--- config.mk ---
export PLATFORM = sky130hd
export DESIGN_NAME = rtc_secure
export DESIGN_NICKNAME = d
export VERILOG_FILES = /design/src/rtl/rtc_pkg.sv /design/src/rtl/rtc_wr_engine.sv /design/src/rtl/rtc_time_core.sv /design/src/rtl/rtc_stat_irq.sv /design/src/rtl/rtc_secure.sv
export SDC_FILE = /design/constraint.sdc
export NUM_CORES = 1
export LEC_CHECK = 0
export ABC_AREA = 1
export BUFFER_PORTS_ARGS = -buffer_cell sky130_fd_sc_hd__buf_2
export CAP_MARGIN = 20
export CORE_MARGIN = 5
export CORE_UTILIZATION = 45
export CTS_CLUSTER_DIAMETER = 100
export DETAILED_ROUTE_END_ITERATION = 8
export GPL_TIMING_DRIVEN = 0
export SKIP_LAST_GASP = 1
export SLEW_MARGIN = 20
export SYNTH_ARGS = -nofsm -noshare
export SYNTH_HDL_FRONTEND = slang
export SYNTH_HIERARCHICAL = 1
export SYNTH_SLANG_ARGS = --single-unit
--- constraint.sdc ---
create_clock -name clk -period 2.1 [get_ports clk]
set_input_delay 0.315 -clock clk [delete_from_list [all_inputs] [get_ports clk]]
set_output_delay 0.315 -clock clk [all_outputs]
set_load 0.02 [all_outputs]
--- src/rtl/rtc_pkg.sv ---
package rtc_pkg;
  localparam int OFS_SEC   = 'h00;
  localparam int OFS_FRAC  = 'h04;
  localparam int OFS_ASEC  = 'h08;
  localparam int OFS_AFRAC = 'h0C;
  localparam int OFS_CTRL  = 'h10;
  localparam int OFS_STAT  = 'h14;
  localparam int OFS_IER   = 'h18;

  localparam int CTRL_RUN  = 3;

  localparam int ST_BUSY = 10;
  localparam int ST_NEXT = 9;
  localparam int ST_DONE = 8;
  localparam int ST_ERR  = 7;
  localparam int ST_ALM  = 4;
  localparam int ST_NV   = 1;
  localparam int ST_SV   = 0;

  typedef enum logic [2:0] {
    SEL_SEC, SEL_FRAC, SEL_ASEC, SEL_AFRAC, SEL_CTRL, SEL_STAT, SEL_IER, SEL_NONE
  } reg_sel_e;

  // W1C request bits in the order {err, alarm, not-valid, violation}
  typedef struct packed {
    logic err;
    logic alm;
    logic nv;
    logic sv;
  } w1c_t;
endpackage

--- src/rtl/rtc_wr_engine.sv ---
module rtc_wr_engine
  import rtc_pkg::*;
#(
  parameter int ADDR_W = 5,
  parameter int DATA_W = 32,
  parameter int COMMIT_LAT = 4
) (
  input  logic              clk,
  input  logic              rst_n,
  input  logic              wr_en,
  input  logic [ADDR_W-1:0] addr,
  input  logic [DATA_W-1:0] wdata,
  output logic              busy,
  output logic              accept,
  output logic              drop,
  output logic              commit,
  output reg_sel_e          pend_sel,
  output logic [DATA_W-1:0] pend_data
);
  localparam int CNT_W = (COMMIT_LAT > 1) ? $clog2(COMMIT_LAT) : 1;

  logic [CNT_W-1:0] cnt_q;

  function automatic reg_sel_e decode(input logic [ADDR_W-1:0] a);
    if (a == ADDR_W'(OFS_SEC))        return SEL_SEC;
    else if (a == ADDR_W'(OFS_FRAC))  return SEL_FRAC;
    else if (a == ADDR_W'(OFS_ASEC))  return SEL_ASEC;
    else if (a == ADDR_W'(OFS_AFRAC)) return SEL_AFRAC;
    else if (a == ADDR_W'(OFS_CTRL))  return SEL_CTRL;
    else if (a == ADDR_W'(OFS_STAT))  return SEL_STAT;
    else if (a == ADDR_W'(OFS_IER))   return SEL_IER;
    else                              return SEL_NONE;
  endfunction

  assign accept = wr_en && !busy;
  assign drop   = wr_en && busy;
  assign commit = busy && (cnt_q == '0);

  always_ff @(posedge clk or negedge rst_n) begin
    if (!rst_n) begin
      busy      <= 1'b0;
      cnt_q     <= '0;
      pend_sel  <= SEL_NONE;
      pend_data <= '0;
    end else if (accept) begin
      busy      <= 1'b1;
      cnt_q     <= CNT_W'(COMMIT_LAT - 1);
      pend_sel  <= decode(addr);
      pend_data <= wdata;
    end else if (busy) begin
      if (cnt_q == '0) busy <= 1'b0;
      else             cnt_q <= cnt_q - 1'b1;
    end
  end

  // an accepted write makes the engine busy
  a_r2_busy_after_accept: assert property (@(posedge clk) disable iff (!rst_n)
    accept |=> busy);
  // the commit edge frees the engine
  a_r2_commit_frees: assert property (@(posedge clk) disable iff (!rst_n)
    commit |=> !busy);
  // a dropped write leaves the captured data alone
  a_r3_drop_keeps_data: assert property (@(posedge clk) disable iff (!rst_n)
    (drop && !commit) |=> $stable(pend_data));
endmodule

--- src/rtl/rtc_time_core.sv ---
module rtc_time_core #(
  parameter int DATA_W = 32,
  parameter int FRAC_MOD = 32768
) (
  input  logic              clk,
  input  logic              rst_n,
  input  logic              tick,
  input  logic              run,
  input  logic              sec_we,
  input  logic              frac_we,
  input  logic              asec_we,
  input  logic              afrac_we,
  input  logic [DATA_W-1:0] wdata,
  output logic [DATA_W-1:0] sec,
  output logic [DATA_W-1:0] frac,
  output logic [DATA_W-1:0] alm_sec,
  output logic [DATA_W-1:0] alm_frac,
  output logic              match
);
  localparam logic [DATA_W-1:0] FRAC_TOP = DATA_W'(FRAC_MOD - 1);

  logic started_q;
  logic count_en;
  logic wrap;

  assign count_en = run && started_q && tick;
  assign wrap     = (frac >= FRAC_TOP);
  assign match    = (sec == alm_sec) && (frac == alm_frac) && (alm_sec != '1);

  always_ff @(posedge clk or negedge rst_n) begin
    if (!rst_n) begin
      sec       <= '0;
      frac      <= '0;
      started_q <= 1'b0;
    end else begin
      if (sec_we) begin
        sec       <= wdata;
        started_q <= 1'b1;
      end else if (count_en && wrap) begin
        sec <= sec + 1'b1;
      end
      if (frac_we)       frac <= wdata;
      else if (count_en) frac <= wrap ? '0 : frac + 1'b1;
    end
  end

  always_ff @(posedge clk or negedge rst_n) begin
    if (!rst_n) begin
      alm_sec  <= '1;
      alm_frac <= '0;
    end else begin
      if (asec_we)  alm_sec  <= wdata;
      if (afrac_we) alm_frac <= wdata;
    end
  end

  // no advance before the seconds word has been set
  a_r6_frozen_until_set: assert property (@(posedge clk) disable iff (!rst_n)
    (!started_q && !frac_we) |=> (frac == $past(frac)));
  // rollover carries into seconds
  a_r7_wrap_carry: assert property (@(posedge clk) disable iff (!rst_n)
    (count_en && wrap && !sec_we) |=> (sec == $past(sec) + 1'b1));
  // rollover returns the fraction to zero
  a_r7_wrap_zero: assert property (@(posedge clk) disable iff (!rst_n)
    (count_en && wrap && !frac_we) |=> (frac == '0));
endmodule

--- src/rtl/rtc_stat_irq.sv ---
module rtc_stat_irq
  import rtc_pkg::*;
#(
  parameter int DATA_W = 32
) (
  input  logic              clk,
  input  logic              rst_n,
  input  logic              busy,
  input  logic              accept,
  input  logic              drop,
  input  logic              commit_ok,
  input  logic              commit_err,
  input  logic              stat_we,
  input  w1c_t              w1c,
  input  logic              ier_we,
  input  logic [DATA_W-1:0] ier_data,
  input  logic              alarm_match,
  output logic              nv,
  output logic [DATA_W-1:0] status,
  output logic [DATA_W-1:0] ier,
  output logic              irq
);
  localparam logic [DATA_W-1:0] IRQ_MASK =
    (DATA_W'(1) << ST_NEXT) | (DATA_W'(1) << ST_DONE) |
    (DATA_W'(1) << ST_ERR)  | (DATA_W'(1) << ST_ALM);

  logic next_q, done_q, err_q, alm_q, sv_q;

  always_ff @(posedge clk or negedge rst_n) begin
    if (!rst_n) begin
      next_q <= 1'b0;
      done_q <= 1'b0;
      err_q  <= 1'b0;
      alm_q  <= 1'b0;
      nv     <= 1'b1;
      sv_q   <= 1'b0;
      ier    <= '0;
    end else begin
      if (commit_ok) begin
        next_q <= 1'b1;
        done_q <= 1'b1;
      end else if (accept) begin
        next_q <= 1'b0;
        done_q <= 1'b0;
      end
      if (drop || commit_err)   err_q <= 1'b1;
      else if (stat_we && w1c.err) err_q <= 1'b0;
      if (alarm_match)          alm_q <= 1'b1;
      else if (stat_we && w1c.alm) alm_q <= 1'b0;
      if (stat_we && w1c.nv) nv   <= 1'b0;
      if (stat_we && w1c.sv) sv_q <= 1'b0;
      if (ier_we) ier <= ier_data & IRQ_MASK;
    end
  end

  always_comb begin
    status          = '0;
    status[ST_BUSY] = busy;
    status[ST_NEXT] = next_q;
    status[ST_DONE] = done_q;
    status[ST_ERR]  = err_q;
    status[ST_ALM]  = alm_q;
    status[ST_NV]   = nv;
    status[ST_SV]   = sv_q;
  end

  assign irq = |(status & ier & IRQ_MASK);

  // a dropped write raises the error flag
  a_r3_drop_sets_error: assert property (@(posedge clk) disable iff (!rst_n)
    drop |=> err_q);
  // writing 0 to status leaves the error flag set
  a_r5_zero_keeps_err: assert property (@(posedge clk) disable iff (!rst_n)
    (err_q && !(stat_we && w1c.err)) |=> err_q);
  // the alarm flag is sticky
  a_r8_alarm_sticky: assert property (@(posedge clk) disable iff (!rst_n)
    (alm_q && !(stat_we && w1c.alm)) |=> alm_q);
endmodule

--- src/rtl/rtc_secure.sv ---
module rtc_secure
  import rtc_pkg::*;
#(
  parameter int ADDR_W = 5,
  parameter int DATA_W = 32,
  parameter int COMMIT_LAT = 4,
  parameter int FRAC_MOD = 32768
) (
  input  logic              clk,
  input  logic              rst_n,
  input  logic              tick_en,
  input  logic [ADDR_W-1:0] bus_addr,
  input  logic              bus_we,
  input  logic [DATA_W-1:0] bus_wdata,
  output logic [DATA_W-1:0] bus_rdata,
  output logic              irq
);
  logic              busy, accept, drop, commit;
  reg_sel_e          pend_sel;
  logic [DATA_W-1:0] pend_data;
  logic              nv, commit_ok, commit_err;
  logic              run_q;
  logic [DATA_W-1:0] sec, frac, alm_sec, alm_frac, status, ier;
  logic              match;
  w1c_t              w1c;

  rtc_wr_engine #(.ADDR_W(ADDR_W), .DATA_W(DATA_W), .COMMIT_LAT(COMMIT_LAT)) u_wr (
    .clk(clk), .rst_n(rst_n), .wr_en(bus_we), .addr(bus_addr), .wdata(bus_wdata),
    .busy(busy), .accept(accept), .drop(drop), .commit(commit),
    .pend_sel(pend_sel), .pend_data(pend_data)
  );

  assign commit_ok  = commit && (!nv || pend_sel == SEL_STAT);
  assign commit_err = commit && !commit_ok;

  assign w1c.err = pend_data[ST_ERR];
  assign w1c.alm = pend_data[ST_ALM];
  assign w1c.nv  = pend_data[ST_NV];
  assign w1c.sv  = pend_data[ST_SV];

  always_ff @(posedge clk or negedge rst_n) begin
    if (!rst_n)                                 run_q <= 1'b0;
    else if (commit_ok && pend_sel == SEL_CTRL) run_q <= pend_data[CTRL_RUN];
  end

  rtc_time_core #(.DATA_W(DATA_W), .FRAC_MOD(FRAC_MOD)) u_time (
    .clk(clk), .rst_n(rst_n), .tick(tick_en), .run(run_q),
    .sec_we(commit_ok && pend_sel == SEL_SEC),
    .frac_we(commit_ok && pend_sel == SEL_FRAC),
    .asec_we(commit_ok && pend_sel == SEL_ASEC),
    .afrac_we(commit_ok && pend_sel == SEL_AFRAC),
    .wdata(pend_data), .sec(sec), .frac(frac),
    .alm_sec(alm_sec), .alm_frac(alm_frac), .match(match)
  );

  rtc_stat_irq #(.DATA_W(DATA_W)) u_stat (
    .clk(clk), .rst_n(rst_n), .busy(busy), .accept(accept), .drop(drop),
    .commit_ok(commit_ok), .commit_err(commit_err),
    .stat_we(commit_ok && pend_sel == SEL_STAT), .w1c(w1c),
    .ier_we(commit_ok && pend_sel == SEL_IER), .ier_data(pend_data),
    .alarm_match(match), .nv(nv), .status(status), .ier(ier), .irq(irq)
  );

  always_comb begin
    bus_rdata = '0;
    if (bus_addr == ADDR_W'(OFS_SEC))        bus_rdata = sec;
    else if (bus_addr == ADDR_W'(OFS_FRAC))  bus_rdata = frac;
    else if (bus_addr == ADDR_W'(OFS_ASEC))  bus_rdata = alm_sec;
    else if (bus_addr == ADDR_W'(OFS_AFRAC)) bus_rdata = alm_frac;
    else if (bus_addr == ADDR_W'(OFS_CTRL))  bus_rdata[CTRL_RUN] = run_q;
    else if (bus_addr == ADDR_W'(OFS_STAT))  bus_rdata = status;
    else if (bus_addr == ADDR_W'(OFS_IER))   bus_rdata = ier;
  end

  // a rejected write reports error without complete
  a_r4_reject_reports_err: assert property (@(posedge clk) disable iff (!rst_n)
    (commit && nv && pend_sel != SEL_STAT) |=> (status[ST_ERR] && !status[ST_DONE]));
  // a rejected write does not touch the seconds word
  a_r4_reject_no_sec: assert property (@(posedge clk) disable iff (!rst_n)
    (commit && nv && pend_sel == SEL_SEC && !tick_en) |=> $stable(sec));
endmodule

==> impl_metrics.ini <==
[cells_and_area]
fin_util_pct = 54.4
fillers = 2621
finalNetCount = 1985
diodes = 0
final_common_cell = nand2_1
area_growth_pct = 19.5
final_cell_mix = nand2_1 (745), inv_1 (184), nand3_1 (136), dfrtp_1 (136)
multi_input_area_sq_mm = 0.00616
ff_latch_area_sq_mm = 0.00445
drive_gt1_share_pct = 18.3

[clocking]
clk_latency_ns = 0.45
htree_levels = 4
clock_path_buffers = 2
cts_root_buf = clkbuf_16
numCtsBuffers = 17
path_clk_slew_ns = 0.08
clkSinkCount = 176
cts_tree = done

[critical_path]
cp_max_fo = 8
critPathKind = flop to flop
cp.required_ns = 2.42
cp.arrival_ns = 2.40
cp-startpoint = u_wr/cnt_q[1]
reg2reg_from = u_wr/cnt_q[1]
r2r_end = u_time/frac[15]
end_kind = flop
r2r_cells = 14
startpoint_type = flop
reg2reg_setup_slack_ns = 0.02

[timing]
max_slew.worst_pin.slew_ns = 0.622
maxSlewHeadroom_pct = 58.5
fmax_mhz = 480
final-setup-viol-count = 0
period_share_pct = 99.2
period_minus_slack_ns = 2.08
final.setup.worst_slack_ns = 0.0174
skew_ns = 0.0217
hold_violations = 0
rsz0062_at_grt = true
final_max_slew_viol_count = 0

[grt]
grt_overflow = 0
grt_pass1_wl_mm = 70.8
grt_pass1_vias = 11681
grt_use_total_pct = 32.2
grt_start_max_net_pins = 66
antenna_found_initial = 2

[synthesis]
yosysWarnings = 6
synth_simple_gate_area_share_pct = 37.4
syn_inst = 1775
synthMuxAreaShare_pct = 0.955
synth_cell_type_count = 34
synth_seq_cells = 176
synth_xor_area_share_pct = 3.12
synth_fa_ha_area_share_pct = 0.318
syn-cell-area_sq_mm = 0.0118
synth-compound-area-share_pct = 7.15
synth_top_family_by_area = simple AND/OR/NAND/NOR gates
yosysSeqAreaShare_pct = 37.7
avgSynthCellArea_sq_um = 6.64

[floorplan]
die_area_sq_mm = 0.0295
core_sq_mm = 0.0259
die_y_microns = 172
rows = 59
fp.dieW_microns = 172
num_io_pins = 74
initial_core_util_pct = 45.5

[route]
drt_iter0_drc = 1372
num_vias = 12205
wire_per_inst_microns = 20.6
dr.pass1.iters = 6
ant_nets = 0
via_per_inst = 5.33
drc = 0
routed_wirelength_mm = 47.2

[min_path]
hold_path_depth = 3
worstHoldPathType = primary input to flop
worstHoldStart = bus_wdata[9]
min_to = u_wr/pend_data[9]

[run]
drv_cap = 0

[status]
status = finished, final reports clean

[pwr]
ir_drop_v = 0.000672
power.density_mw_per_mm2 = 1210
total_power_mw = 17.1
p_leak_nw = 6.75

[placed_design]
dp_hpwl_mm = 35.7
io_buffers = 73
gp_congestion = 1.01
place_ws_ns = -1.12
cells by family (layout without fill, tap and decap cells):
kind of cell,after synthesis,after routing
AND/OR/NAND/NOR,1069,1069
buffers and inverters,327,453
flip-flops,176,176
AO/OA/AOI/OAI,147,147
XOR/XNOR,42,42
multiplexers,10,10
adder cells (fa/ha/maj),3,3
other,1,54
sequential cells by signal (all words and copies together), names as in the netlist:
register / flops
u_time/alm_frac: 32
u_time/alm_sec: 32
u_time/frac: 32
u_time/sec: 32
u_wr/pend_data: 32
u_stat/ier: 4
u_wr/pend_sel: 3
u_wr/cnt_q: 2
run_q: 1
u_stat/alm_q: 1
u_stat/done_q: 1
u_stat/err_q: 1
u_stat/nv: 1
u_time/started_q: 1
u_wr/busy: 1
critical path, stage by stage, from the launching register on:
cell and delay [ns]:
dfrtp_1 0.39, inv_2 0.07, ha_4 0.13, nand2_2 0.05, inv_2 0.07, inv_4 0.04, a21oi_4 0.15, nand2_4 0.10
nor3_4 0.20, inv_2 0.11, nand2_4 0.11, buf_8 0.15, clkbuf_16 0.17, o22ai_2 0.06, o21bai_1 0.15
cell type report:
type | instances | share of cell area (%)
Tap cell | 335 | 2.98
Multi-Input combinational cell | 1325 | 43.7
Clock inverter | 13 | 1.23
Buffer | 131 | 7.68
Timing Repair Buffer | 95 | 4.48
Clock buffer | 19 | 3.07
Inverter | 195 | 5.23
Sequential cell | 176 | 31.6
where the power goes:
part	internal, mW	switching [mW]	total, mW
registers	4.99	2.35	7.35
logic	2.39	3.95	6.34
clock network	1.90	1.51	3.42
total	9.28	7.82	17.1
how the worst max path moves through the flow:
stage,endpoint,slack [ns],depth (start not counted)
5_1_grt,u_time/frac[8],-0.08,15
3_5_place_dp,u_time/frac[26],-1.12,12
4_1_cts,u_time/frac[15],-0.04,14
3_3_place_gp,u_time/sec[25],-2.33,1
2_1_floorplan,u_time/frac[15],-0.03,14
6_report,u_time/frac[15],0.02,14
what timing repair did:
action,in CTS,in global routing
cloned,0,1
gates resized for setup,86,75
hold buffers,1,0
hold endpoints to repair,48,0
buffers inserted,12,6
setup endpoints to repair,150,144
pin swaps,2,7
Yosys cell counts (all sizes together):
master | instances | share of area [%]
nor2 | 114 | 4.0
xnor2 | 22 | 1.6
o211ai | 31 | 2.0
conb | 1 | 0.032
dfstp | 36 | 8.0
or2 | 1 | 0.053
nand3 | 140 | 6.0
clkbuf | 28 | 0.90
o22ai | 12 | 0.64
xor2 | 20 | 1.5
nand2 | 755 | 24
mux2 | 10 | 0.96
o21bai | 5 | 0.32
nand4 | 40 | 2.1
a21boi | 1 | 0.064
ha | 3 | 0.32
buf | 104 | 6.2
inv | 195 | 6.2
nand3b | 9 | 0.57
o21ai | 86 | 3.7
dfrtp | 140 | 30
nor3 | 10 | 0.42
a21oi | 12 | 0.51
per-stage QoR:
step | cells | setup TNS (ns) | instance area (sq um) | hold WS (ns)
detailed placement | 2238 | -78.17 | 12800 | 0.257
global route | 2289 | -0.524 | 14100 | 0.0545
CTS | 2283 | -0.256 | 13800 | 0.0431
finish | 2289 | 0 | 14100 | 0.0540
global placement | 2236 | -433.10 | 12800 | 0.455
floorplan | 1828 | -0.0329 | 12000 | 0.0194
metal layers:
metal / share of wire (%) / up-vias / track usage (%)
li1: - / 5792 / -
met4: 4.5 / 4 / 12.2
met2: 45 / 597 / 51.5
met1: 41 / 5695 / 42.4
met3: 9.4 / 117 / 8.30
met5: 0.053 / - / 0
No activity file was read; power rests on OpenSTA's default activity.
